File: src/rtl/hc_pkg.sv
// Shared types for the hint-directed data cache.
// Assumes nothing beyond a single controller instance using the state type.
package hc_pkg;
    typedef enum logic [1:0] {
        ST_IDLE = 2'd0,
        ST_LOOK = 2'd1,
        ST_WB   = 2'd2,
        ST_MEM  = 2'd3
    } hc_state_e;
endpackage

File: src/rtl/hc_line_store.sv
// Line storage: per set and way a valid, dirty and stamp bit, a tag and a
// one-word datum. The whole addressed set is read combinationally.
// Assumes one line write per cycle; a same-cycle stamp clear of the same set
// is applied first, so the written way's stamp still follows wr_valid.
module hc_line_store #(
    parameter int SETS   = 8,
    parameter int WAYS   = 2,
    parameter int TAG_W  = 9,
    parameter int DATA_W = 32,
    parameter int IDX_W  = 3,
    parameter int WAY_W  = 1
) (
    input  logic                         clk,
    input  logic                         rst_n,
    input  logic [IDX_W-1:0]             rd_set,
    output logic [WAYS-1:0]              rd_valid,
    output logic [WAYS-1:0]              rd_dirty,
    output logic [WAYS-1:0]              rd_stamp,
    output logic [WAYS-1:0][TAG_W-1:0]   rd_tag,
    output logic [WAYS-1:0][DATA_W-1:0]  rd_data,
    input  logic                         wr_en,
    input  logic [IDX_W-1:0]             wr_set,
    input  logic [WAY_W-1:0]             wr_way,
    input  logic                         wr_valid,
    input  logic                         wr_dirty,
    input  logic [TAG_W-1:0]             wr_tag,
    input  logic [DATA_W-1:0]            wr_data,
    input  logic                         clr_en,
    input  logic [IDX_W-1:0]             clr_set
);
    logic [WAYS-1:0]             valid_q [SETS];
    logic [WAYS-1:0]             dirty_q [SETS];
    logic [WAYS-1:0]             stamp_q [SETS];
    logic [WAYS-1:0][TAG_W-1:0]  tag_q   [SETS];
    logic [WAYS-1:0][DATA_W-1:0] data_q  [SETS];

    // Read port: present the whole addressed set.
    always_comb begin
        rd_valid = valid_q[rd_set];
        rd_dirty = dirty_q[rd_set];
        rd_stamp = stamp_q[rd_set];
        rd_tag   = tag_q[rd_set];
        rd_data  = data_q[rd_set];
    end

    // State bits: reset to empty, stamp clear then single-way update.
    always_ff @(posedge clk) begin
        if (!rst_n) begin
            for (int s = 0; s < SETS; s++) begin
                valid_q[s] <= '0;
                dirty_q[s] <= '0;
                stamp_q[s] <= '0;
            end
        end else begin
            if (clr_en) stamp_q[clr_set] <= '0;
            if (wr_en) begin
                valid_q[wr_set][wr_way] <= wr_valid;
                dirty_q[wr_set][wr_way] <= wr_valid & wr_dirty;
                stamp_q[wr_set][wr_way] <= wr_valid;
            end
        end
    end

    // Tag and data payload: written only when a line becomes or stays valid.
    always_ff @(posedge clk) begin
        if (wr_en && wr_valid) begin
            tag_q[wr_set][wr_way]  <= wr_tag;
            data_q[wr_set][wr_way] <= wr_data;
        end
    end


    drop_empties_chk: assert property (@(posedge clk) disable iff (!rst_n)
        (wr_en && !wr_valid) |=> !valid_q[$past(wr_set)][$past(wr_way)] &&
                                 !dirty_q[$past(wr_set)][$past(wr_way)]);
endmodule

File: src/rtl/hc_victim_sel.sv
// Victim choice for one set: lowest empty way first; in a full set the
// lowest way with a clear stamp, else way 0. Purely combinational.
// Assumes the caller clears the set's stamps whenever full is reported.
module hc_victim_sel #(
    parameter int WAYS  = 2,
    parameter int WAY_W = 1
) (
    input  logic [WAYS-1:0]  valid,
    input  logic [WAYS-1:0]  stamp,
    output logic [WAY_W-1:0] way,
    output logic             full
);
    // Two priority scans: empty ways, then unstamped ways.
    always_comb begin
        logic got_empty;
        logic got_cold;
        logic [WAY_W-1:0] empty_w;
        logic [WAY_W-1:0] cold_w;
        got_empty = 1'b0;
        got_cold  = 1'b0;
        empty_w   = '0;
        cold_w    = '0;
        for (int w = 0; w < WAYS; w++) begin
            if (!got_empty && !valid[w]) begin
                empty_w   = WAY_W'(w);
                got_empty = 1'b1;
            end
            if (!got_cold && !stamp[w]) begin
                cold_w   = WAY_W'(w);
                got_cold = 1'b1;
            end
        end
        full = &valid;
        way  = got_empty ? empty_w : (got_cold ? cold_w : '0);
    end
endmodule

File: src/rtl/hint_cache.sv
// Hint-directed data cache controller with one-word lines.
// Accepts one load/store at a time, looks it up a cycle later against a
// registered copy of the request, then writes back and/or accesses memory
// as the bypass and last-use hints direct. Assumes memory returns read data
// in the cycle it raises mem_ready, and that SETS and WAYS are powers of two.
module hint_cache
    import hc_pkg::*;
#(
    parameter int ADDR_W          = 12,
    parameter int DATA_W          = 32,
    parameter int SETS            = 8,
    parameter int WAYS            = 2,
    parameter bit BYPASS_FROM_MSB = 1'b0
) (
    input  logic              clk,
    input  logic              rst_n,
    input  logic              cpu_valid,
    output logic              cpu_ready,
    input  logic              cpu_write,
    input  logic              cpu_bypass,
    input  logic              cpu_last,
    input  logic [ADDR_W-1:0] cpu_addr,
    input  logic [DATA_W-1:0] cpu_wdata,
    output logic              cpu_rvalid,
    output logic [DATA_W-1:0] cpu_rdata,
    output logic              mem_valid,
    input  logic              mem_ready,
    output logic              mem_write,
    output logic [ADDR_W-1:0] mem_addr,
    output logic [DATA_W-1:0] mem_wdata,
    input  logic [DATA_W-1:0] mem_rdata
);
    localparam int IDX_W = (SETS > 1) ? $clog2(SETS) : 1;
    localparam int TAG_W = ADDR_W - IDX_W;
    localparam int WAY_W = (WAYS > 1) ? $clog2(WAYS) : 1;

    hc_state_e         st_q, st_d;
    logic              r_write, r_byp, r_last;
    logic [ADDR_W-1:0] r_addr;
    logic [DATA_W-1:0] r_wdata;
    logic [IDX_W-1:0]  r_set;
    logic [TAG_W-1:0]  r_tag;
    logic              in_byp;
    logic [ADDR_W-1:0] in_addr;

    logic [WAYS-1:0]             rd_valid, rd_dirty, rd_stamp;
    logic [WAYS-1:0][TAG_W-1:0]  rd_tag;
    logic [WAYS-1:0][DATA_W-1:0] rd_data;
    logic [WAYS-1:0]             hit_vec;
    logic                        hit, hit_dirty;
    logic [WAY_W-1:0]            hit_way, vic_way;
    logic [DATA_W-1:0]           hit_data;
    logic                        vic_full, vic_valid, vic_dirty;

    logic              wr_en, wr_valid, wr_dirty, clr_en;
    logic [WAY_W-1:0]  wr_way;
    logic [TAG_W-1:0]  wr_tag;
    logic [DATA_W-1:0] wr_data;

    logic [WAY_W-1:0]  vway_q, vway_d;
    logic [ADDR_W-1:0] wb_addr_q, wb_addr_d;
    logic [DATA_W-1:0] wb_data_q, wb_data_d, resp_q, resp_d;
    logic              wb_then_q, wb_then_d;

    // Bypass hint source chosen at build time.
    generate
        if (BYPASS_FROM_MSB) begin : g_hint_msb
            assign in_byp  = cpu_addr[ADDR_W-1];
            assign in_addr = {1'b0, cpu_addr[ADDR_W-2:0]};
        end else begin : g_hint_pin
            assign in_byp  = cpu_bypass;
            assign in_addr = cpu_addr;
        end
    endgenerate

    assign r_set = r_addr[IDX_W-1:0];
    assign r_tag = r_addr[ADDR_W-1:IDX_W];

    hc_line_store #(
        .SETS(SETS), .WAYS(WAYS), .TAG_W(TAG_W), .DATA_W(DATA_W),
        .IDX_W(IDX_W), .WAY_W(WAY_W)
    ) u_lines (
        .clk(clk), .rst_n(rst_n), .rd_set(r_set),
        .rd_valid(rd_valid), .rd_dirty(rd_dirty), .rd_stamp(rd_stamp),
        .rd_tag(rd_tag), .rd_data(rd_data),
        .wr_en(wr_en), .wr_set(r_set), .wr_way(wr_way), .wr_valid(wr_valid),
        .wr_dirty(wr_dirty), .wr_tag(wr_tag), .wr_data(wr_data),
        .clr_en(clr_en), .clr_set(r_set)
    );

    hc_victim_sel #(.WAYS(WAYS), .WAY_W(WAY_W)) u_victim (
        .valid(rd_valid), .stamp(rd_stamp), .way(vic_way), .full(vic_full)
    );

    // Per-way tag match.
    generate
        for (genvar w = 0; w < WAYS; w++) begin : g_match
            assign hit_vec[w] = rd_valid[w] && (rd_tag[w] == r_tag);
        end
    endgenerate

    // Encode the matching way and pick out its contents.
    always_comb begin
        hit_way = '0;
        for (int w = 0; w < WAYS; w++)
            if (hit_vec[w]) hit_way = WAY_W'(w);
        hit       = |hit_vec;
        hit_data  = rd_data[hit_way];
        hit_dirty = rd_dirty[hit_way];
        vic_valid = rd_valid[vic_way];
        vic_dirty = rd_dirty[vic_way];
    end

    // Next state, line writes and captured values per controller state.
    always_comb begin
        st_d      = st_q;
        wr_en     = 1'b0;
        wr_way    = hit_way;
        wr_valid  = 1'b0;
        wr_dirty  = 1'b0;
        wr_tag    = r_tag;
        wr_data   = r_wdata;
        clr_en    = 1'b0;
        vway_d    = vway_q;
        wb_addr_d = wb_addr_q;
        wb_data_d = wb_data_q;
        wb_then_d = wb_then_q;
        resp_d    = resp_q;
        unique case (st_q)
            ST_IDLE: if (cpu_valid) st_d = ST_LOOK;
            ST_LOOK: begin
                if (hit) begin
                    wr_en = 1'b1;
                    if (!r_byp && !r_last) begin
                        wr_valid = 1'b1;
                        wr_dirty = r_write | hit_dirty;
                        wr_data  = r_write ? r_wdata : hit_data;
                        resp_d   = r_write ? resp_q : hit_data;
                        st_d     = ST_IDLE;
                    end else if (r_write) begin
                        st_d = r_byp ? ST_MEM : ST_IDLE;
                    end else begin
                        resp_d = hit_data;
                        if (r_byp && !r_last && hit_dirty) begin
                            wb_addr_d = r_addr;
                            wb_data_d = hit_data;
                            wb_then_d = 1'b0;
                            st_d      = ST_WB;
                        end else begin
                            st_d = ST_IDLE;
                        end
                    end
                end else if (r_byp || r_last) begin
                    st_d = ST_MEM;
                end else begin
                    vway_d = vic_way;
                    clr_en = vic_full;
                    if (vic_valid && vic_dirty) begin
                        wb_addr_d = {rd_tag[vic_way], r_set};
                        wb_data_d = rd_data[vic_way];
                        wb_then_d = 1'b1;
                        st_d      = ST_WB;
                    end else if (r_write) begin
                        wr_en    = 1'b1;
                        wr_way   = vic_way;
                        wr_valid = 1'b1;
                        wr_dirty = 1'b1;
                        st_d     = ST_IDLE;
                    end else begin
                        st_d = ST_MEM;
                    end
                end
            end
            ST_WB: if (mem_ready) begin
                if (!wb_then_q) begin
                    st_d = ST_IDLE;
                end else if (r_write) begin
                    wr_en    = 1'b1;
                    wr_way   = vway_q;
                    wr_valid = 1'b1;
                    wr_dirty = 1'b1;
                    st_d     = ST_IDLE;
                end else begin
                    st_d = ST_MEM;
                end
            end
            ST_MEM: if (mem_ready) begin
                if (!r_write) begin
                    resp_d = mem_rdata;
                    if (!r_byp && !r_last) begin
                        wr_en    = 1'b1;
                        wr_way   = vway_q;
                        wr_valid = 1'b1;
                        wr_data  = mem_rdata;
                    end
                end
                st_d = ST_IDLE;
            end
            default: st_d = ST_IDLE;
        endcase
    end

    // Controller state, load response and write-back holding registers.
    always_ff @(posedge clk) begin
        if (!rst_n) begin
            st_q       <= ST_IDLE;
            cpu_rvalid <= 1'b0;
            resp_q     <= '0;
            vway_q     <= '0;
            wb_addr_q  <= '0;
            wb_data_q  <= '0;
            wb_then_q  <= 1'b0;
        end else begin
            st_q       <= st_d;
            cpu_rvalid <= (st_q != ST_IDLE) && (st_d == ST_IDLE) && !r_write;
            resp_q     <= resp_d;
            vway_q     <= vway_d;
            wb_addr_q  <= wb_addr_d;
            wb_data_q  <= wb_data_d;
            wb_then_q  <= wb_then_d;
        end
    end

    // Capture the accepted request.
    always_ff @(posedge clk) begin
        if (!rst_n) begin
            r_write <= 1'b0;
            r_byp   <= 1'b0;
            r_last  <= 1'b0;
            r_addr  <= '0;
            r_wdata <= '0;
        end else if (st_q == ST_IDLE && cpu_valid) begin
            r_write <= cpu_write;
            r_byp   <= in_byp;
            r_last  <= cpu_last;
            r_addr  <= in_addr;
            r_wdata <= cpu_wdata;
        end
    end

    assign cpu_ready = (st_q == ST_IDLE);
    assign cpu_rdata = resp_q;
    assign mem_valid = (st_q == ST_WB) || (st_q == ST_MEM);
    assign mem_write = (st_q == ST_WB) || r_write;
    assign mem_addr  = (st_q == ST_WB) ? wb_addr_q : r_addr;
    assign mem_wdata = (st_q == ST_WB) ? wb_data_q : r_wdata;


    load_hit_quiet_chk: assert property (@(posedge clk) disable iff (!rst_n)
        (st_q == ST_LOOK && hit && !r_write && !r_byp && !r_last)
        |=> (!mem_valid && cpu_rvalid));

    single_hit_chk: assert property (@(posedge clk) disable iff (!rst_n)
        (st_q == ST_LOOK) |-> $onehot0(hit_vec));

    empty_first_chk: assert property (@(posedge clk) disable iff (!rst_n)
        (st_q == ST_LOOK && !hit && !vic_full) |-> !vic_valid);

    direct_miss_chk: assert property (@(posedge clk) disable iff (!rst_n)
        (st_q == ST_LOOK && !hit && (r_byp || r_last))
        |=> (mem_valid && mem_addr == $past(r_addr)));

    mem_hold_chk: assert property (@(posedge clk) disable iff (!rst_n)
        (mem_valid && !mem_ready) |=> (mem_valid && $stable(mem_addr) &&
                                       $stable(mem_write) && $stable(mem_wdata)));

    rvalid_pulse_chk: assert property (@(posedge clk) disable iff (!rst_n)
        cpu_rvalid |=> !cpu_rvalid);
endmodule

File: config.mk
export PLATFORM = sky130hd
export DESIGN_NAME = hint_cache
export DESIGN_NICKNAME = d
export VERILOG_FILES = /design/src/rtl/hc_pkg.sv /design/src/rtl/hc_line_store.sv /design/src/rtl/hc_victim_sel.sv /design/src/rtl/hint_cache.sv
export SDC_FILE = /design/constraint.sdc
export NUM_CORES = 1
export LEC_CHECK = 0
export BUFFER_PORTS_ARGS = -buffer_cell sky130_fd_sc_hd__clkbuf_2
export CORE_MARGIN = 2
export CORE_UTILIZATION = 55
export CTS_CLUSTER_DIAMETER = 100
export DETAILED_ROUTE_END_ITERATION = 16
export HOLD_SLACK_MARGIN = 0.15
export MAX_ROUTING_LAYER = met4
export PLACE_DENSITY = 0.85
export RECOVER_POWER = 25
export SYNTH_ARGS = -nofsm -noshare
export SYNTH_HDL_FRONTEND = slang
export SYNTH_HIERARCHICAL = 1
export SYNTH_SLANG_ARGS = --single-unit
File: constraint.sdc
create_clock -name clk -period 8.4 [get_ports clk]
set_input_delay 0.42 -clock clk [delete_from_list [all_inputs] [get_ports clk]]
set_output_delay 0.42 -clock clk [all_outputs]
set_load 0.05 [all_outputs]
==> results of run 1 <==
[state kept, by name, summed over array words and instances (netlist names), 2 cells and up]
register         flops
u_lines/valid_q     16
u_lines/stamp_q     16
wb_data_q           32
u_lines/tag_q      144
u_lines/dirty_q     16
st_q                 2
r_wdata             32
u_lines/data_q     512
r_addr              12
wb_addr_q           12
cpu_rdata           32
[how the worst max path moves through the flow]
stage / start / end / slack (ps) / depth (start not counted)
6_report: st_q[0] / u_lines/tag_q[1][11] / 720 / 11
3_3_place_gp: r_addr[0] / u_lines/tag_q[5][12] / 1970 / 12
4_1_cts: r_addr[0] / u_lines/tag_q[5][11] / 1480 / 12
2_1_floorplan: r_addr[0] / u_lines/data_q[0][32] / 2720 / 15
5_1_grt: st_q[0] / u_lines/tag_q[1][12] / 620 / 11
3_5_place_dp: r_addr[0] / u_lines/tag_q[5][12] / 1600 / 12
[per-layer routing]
metal | global-route usage | part of all wire | wire length [µm]
met1 | 0.366 | 0.34 | 32000
met2 | 0.479 | 0.49 | 46700
met3 | 0.0815 | 0.12 | 11100
met4 | 0.173 | 0.059 | 5650
met5 | - | 0 | 0
[worst min-delay path, stage by stage]
cell and delay [ps]:
clkbuf_2 90, nand2_1 50, o21ai_0 80, a22o_1 130
[per-stage QoR]
| stage | power [µW] | hold slack (ps) | worst slack, ps | util | std cells |
|---|---|---|---|---|---|
| CTS | 11000 | 152 | 1480 | 0.636 | 3146 |
| global route | 11400 | 192 | 624 | 0.634 | 3149 |
| finish | 11100 | 177 | 721 | 0.634 | 3150 |
| detailed placement | 7350 | 462 | 1600 | 0.583 | 2931 |
| floorplan | 6690 | 454 | 2720 | - | 2034 |
| global placement | 7260 | 464 | 1970 | 0.583 | 2931 |
[kinds of logic (layout without fill, tap and decap cells)]
group / Yosys count / in the layout / synth area share
flops: 832 / 832 / 0.689
mux: 395 / 395 / 0.184
simple gates: 344 / 344 / 0.0445
compound gates: 288 / 288 / 0.0542
buf+inv: 153 / 431 / 0.0228
xor+xnor: 18 / 18 / 0.00458
fa+ha+maj: 4 / 4 / 0.00145
other cells: 0 / 1 / 0
[area by class of cell]
type                            count  area [µm²]
Antenna cell                        1        2.50
Clock buffer                       95        2160
Clock inverter                     54         492
Fill cell                        3888       22600
Inverter                           10        37.5
Multi-Input combinational cell   1049       10100
Sequential cell                   832       23700
Tap cell                          837        1050
Timing Repair Buffer              272        1710
[where the power goes]
part / switching [µW] / internal (µW) / leakage (µW)
combinational: 1650 / 786 / 0.00365
sequential: 184 / 4790 / 0.00758
clock: 1600 / 2100 / 0.00129
[layout by cell type, fill, tap and decap left out, types with 4 or more instances in the layout]
master           n
a21boi_0        50
a21oi_1         45
a22o_1          33
a31oi_1         15
and2_1           4
buf_4           34
bufinv_16        8
clkbuf_1        89
clkbuf_16       85
clkbuf_2        91
clkinv_1        18
clkinv_2        14
clkinvlp_4       7
dfxtp_1        125
dlygate4sd3_1   66
edfxtp_1       704
inv_1           10
inv_6            5
mux2_1          10
mux2_2         122
mux2i_1         87
mux4_2         176
nand2_1        210
nand3_1          8
nand3b_1         6
nand4_1         11
nand4b_1         4
nor2_1          22
nor2_4          17
nor2b_1         15
nor3_1          24
o211ai_1        44
o21ai_0         89
o221ai_1         5
or3_1            4
xnor2_1         18
==> results.md, run 1 <==
- GR Overflow Total: 0
- # port buffers: roughly 160
- Fin crit period: roughly 7700 ps
- Final hold viol count: 0
- H-tree Lvls: 3
- Vias: roughly 21,000
- Iteration-0 DRC Markers: 3,421
- CP max stage delay: between 2000 and 3000 ps
- Number of global-route vias before repair: 21,833
- Unique masters post-synth: 46
- CTS sink cnt: between 800 and 900
- CTS resizes: 0
- Setup bufs post-CTS: 0
- Seq cells post-synth: 832
- Setup crit start kind: flop
- DP Wirelength: roughly 50,000 µm
- Area Overhead vs Synth: 14.0%
- VDD IR max: 0.000183 V
- Pre-Repair DR Iteration Count: 8
- Initial antenna violation count: 0
- WP data required: ~8700 ps
- Relative slew slack: -1.78
- Worst-Margin Slew: about 4200 ps
- Most numerous cell in the Yosys netlist: edfxtp_1
- Worst-path clk slew: about 60 ps
- Hold Crit Class: in2reg
- Routed Antenna Nets: 0
- Synthesized instance count: around 2,000
- Syn Nets: about 2,100
- RSZ-0062 raised after global routing: false
- CTS Buf Count: a little over 80
- Highest clock rate: 0.130 GHz
- R2r worst-path depth: 11
- Skew-Pair Late Insertion Delay: 640 ps
- Post-route DRC: 0
- Leakage Power: about 0.013 µW
- Hold endpoint: cpu_rdata[31]
- Max_cap viols: 4
- Share of the synthesized area in the top cell type: 0.614
- Largest net degree at the start of global routing: 72
- Yosys top cell by area: edfxtp_1
- Main synth FF type: edfxtp_1
- Full die area: 64,600 µm²
- Highest-delay cell along the critical path: clkbuf_1
- Rows: 91
- CORE AREA: 61,800 µm²
- # hold bufs at CTS: between 60 and 70
- Wire length per cell: ~30 µm
- First-pass GRT wire length: between 100,000 and 150,000 µm
- Count of yosys warnings during synthesis: 6
- Pwr/cell area: ~280 nW/µm²
- I/O pin count: around 160
- Final Skew: between 30 and 40 ps
- Worst Path Arrival: between 7000 and 8000 ps
- Worst-path maximum fanout: 49
- Share of layout cells above drive strength 1: 0.250
- Worst reg2reg endpoint: u_lines/tag_q[1][11]
- Top cells by count, synth: edfxtp_1 (704), nand2_1 (212), mux4_2 (176)
- CTS tree: built
- Gr usage total: 0.307
- Reg2reg start: st_q[0]
- Sequential-to-total area share from yosys stat: 0.689
- Hold depth: 4
- Async SR Flop Fraction: 0
- Critical path capture point type: flop
- R2r setup slk: about 720 ps
- Hold path start: mem_rdata[31]
- Design area: 39,200 µm²
- Final nets: between 2,000 and 2,500
- Tcrit/Tclk final: 0.914
- Die W: 254 µm
- Synth area leaders: edfxtp_1 (61%), mux4_2 (12%), dfxtp_1 (7.4%), mux2_2 (4.3%), mux2i_1 (2.5%)
- Critical Path, Cell by Cell: inv_1 -> ha_1 -> clkbuf_1 -> nand4_1 -> inv_1 -> o21ai_0 -> o21a_1 -> o22ai_1 -> nand3_1 -> nor2_4 -> buf_4
- Status: finished with violations
- Most used cell, CP: inv_1
- Placed cell areas: approximately 36,000 µm²
- Cell family with the largest share of critical-path delay: buffers and inverters
- Vias per Instance: just under 7
- Setup violators final: 0
- Root buf cell: clkbuf_16
- Height of the die: 254 µm
- Deepest clock path buffer count: 3
- Setup CP Type: reg2reg
- Failing checks: capacitance limit, slew limit
- Slew Limit Fails: about 170
- Fin Setup TNS: 0 ps
- RD Place Congestion: 0.915
- Syn_area_per_cell: between 15 and 20 µm²
- Initial core utilization: 0.557
- Post-synth EDFFs: slightly above 700
- Synthesized cell area: ~34,000 µm²
- Buffers & Inverters on Critical Path: 4
- Post-Route WL: about 95,000 µm
Power figures use the tool's default switching activity.
==> run 2: changes to the inputs <==
- BUFFER_PORTS_ARGS: -buffer_cell sky130_fd_sc_hd__clkbuf_2 -> not set
- DONT_BUFFER_PORTS: not set -> 1
- PLACE_DENSITY: 0.85 -> 0.82
==> run 2 against run 1 <==
The run still ends with capacitance limit, slew limit left. Cell area decreased by 1.8%. Sequential power increased by 4%. Fmax increased by 9.7%. Critical endpoint is now u_lines/data_q[0][47]. Via count decreased by 6.0%. Highest routed layer unchanged. Largest power group unchanged.
==> results.md, run 2 (synthesis results as in run 1) <==
- Setup crit start kind: flop
- Max_cap viols: 5 (+1)
- CTS sink cnt: 832 (unchanged)
- VDD IR max: 0.000186 V (+1.4%)
- CTS Buf Count: 81 (-1.2%)
- Vias: 19,906 (-6.0%)
- Vias per Instance: 6.64 (-1.3%)
- Fin crit period: 7000 ps (-678 ps)
- Pre-Repair DR Iteration Count: 6 (-2)
- R2r worst-path depth: 11 (unchanged)
- Rows: 91 (unchanged)
- Highest routed layer: met4
- Placed cell areas: 35,200 µm² (-2.3%)
- Height of the die: 254 µm (unchanged)
- Worst-Margin Slew: 3810 ps (-348 ps)
- Iteration-0 DRC Markers: 2,885 (-16%)
- CTS tree: built
- Fin Setup TNS: 0 ps (unchanged)
- Design area: 38,500 µm² (-1.8%)
- Wire length per cell: 29.3 µm (-3.4%)
- Share of layout cells above drive strength 1: 0.203 (-0.0478)
- Highest clock rate: 0.143 GHz (+9.7%)
- Setup CP Type: reg2reg
- Most frequent cells in the layout: edfxtp_1 (704), nand2_1 (210), mux4_2 (176)
- Worst-path maximum fanout: 52 (+6.1%)
- Gr usage total: 0.283 (-0.0244)
- Hold depth: 2 (-2)
- Full die area: 64,600 µm² (unchanged)
- Setup bufs post-CTS: 0 (unchanged)
- RD Place Congestion: 0.923 (+0.84%)
- Commonest non-fill, non-tap cell in the layout: edfxtp_1
- Final nets: 2,186 (-6.3%)
- Most flops, register: u_lines/data_q
- Post-Route WL: 87,800 µm (-8.0%)
- Fillers: 3,966 (+2.0%)
- Setup violators final: 0 (unchanged)
- Leakage Power: 0.0121 µW (-3.6%)
- CP Depth: 11 (unchanged)
- Highest-delay cell along the critical path: clkbuf_1
- Largest register FFs: 512 (unchanged)
- CP max stage delay: 1750 ps (-1110 ps)
- Pwr/cell area: 280 nW/µm² (-1.0%)
- Buffers & Inverters on Critical Path: 2 (-2)
- Cell family with the largest share of critical-path delay: buffers and inverters
- GR Overflow Total: 0 (unchanged)
- Status: finished with violations
- CORE AREA: 61,800 µm² (unchanged)
- Root buf cell: clkbuf_16
- Post-route DRC: 0 (unchanged)
- Failing checks: capacitance limit, slew limit
- Area Overhead vs Synth: 11.9%
- Wl on met1: 32,100 µm (+0.29%)
- Critical path capture point type: flop
- Tcrit/Tclk final: 0.833 (-0.0807)
- Slew Limit Fails: 180 (+9.1%)
- Largest net degree at the start of global routing: 129 (+79%)
- Worst Path Arrival: 7240 ps (-700 ps)
- Most used cell, CP: nand2_1
- Met3 wire length: 8730 µm (-21%)
- Final Skew: 39.5 ps (+5.46 ps)
- Critical Path, Cell by Cell: buf_4 -> mux4_2 -> mux2_1 -> xnor2_1 -> nand4_1 -> or3_1 -> a311oi_1 -> nand2_1 -> clkbuf_1 -> nand2_1 -> o211ai_1
- Deepest clock path buffer count: 3 (unchanged)
- DP Wirelength: 48,100 µm (-3.6%)
- Final hold viol count: 0 (unchanged)
- Metal2 WL: 43,300 µm (-7.3%)
- Post-Place Worst Slack: 1860 ps (+267 ps)
- Die W: 254 µm (unchanged)
- Number of global-route vias before repair: 20,268 (-7.2%)
- Worst-path clk slew: 60 ps (about the same)
- Initial antenna violation count: 2 (+2)
- WP data required: 8640 ps (-20 ps)
- First-pass GRT wire length: 130,000 µm (-7.1%)
- Skew-Pair Late Insertion Delay: 620 ps (-20 ps)
- Relative slew slack: -1.54 (+0.238)
- Hold Crit Class: in2reg
- # port buffers: 0 (-100%)
- Routed Antenna Nets: 0 (unchanged)
- H-tree Lvls: 3 (unchanged)
- I/O pin count: 163 (unchanged)
- RSZ-0062 raised after global routing: false
- Biggest regs: u_lines/data_q: 512 flops, u_lines/tag_q: 144 flops
- Fin worst setup slack: 1400 ps (+678 ps)
- Initial core utilization: 0.557 (unchanged)
run 2: final timing paths:
kind,startpoint,to,slack [ps]
setup reg to reg,r_addr[2],u_lines/data_q[0][47],1400
setup / recovery,r_addr[2],u_lines/data_q[0][47],1400
hold reg to reg,r_wdata[21],r_wdata[21],480
hold / removal,mem_rdata[22],u_lines/data_q[0][22],200
run 2: power by group:
part	switching [µW]	total [µW]	internal, µW
clock network	1550	3540	1990
registers	359	5150	4790
logic	1380	2110	728
run 2: routing by layer:
| layer | vias to the layer above | track usage |
|---|---|---|
| met5 | - | - |
| met4 | 0 | 0.126 |
| met3 | 264 | 0.0610 |
| met2 | 1424 | 0.448 |
| met1 | 10061 | 0.355 |
| li1 | 8157 | - |
run 2: layout make-up:
cell class	count	area [µm²]	area share
diodes	1	2.50	0.0000650
clock buffers	113	2200	0.0571
clock inverters	33	308	0.00799
inverters	10	37.5	0.000975
multi-input cells	1049	10100	0.262
flip-flops and latches	832	23700	0.616
well taps	837	1050	0.0272
repair buffers	125	1130	0.0293
run 2: repair_timing:
item                                   4_1_cts  5_1_grt
resized for setup                            0        0
endpoints found under the hold margin      176        0
hold buffers                                81        0
run 2: stage by stage:
step | utilization | hold WS, ps | power, µW | std cells
after floorplan | - | 454 | 6690 | 2034
after global placement | 0.569 | 464 | 7160 | 2769
after detailed placement | 0.569 | 473 | 7230 | 2769
after CTS | 0.623 | 244 | 10800 | 2996
after global routing | 0.623 | 202 | 11100 | 3000
final | 0.623 | 201 | 10800 | 3000
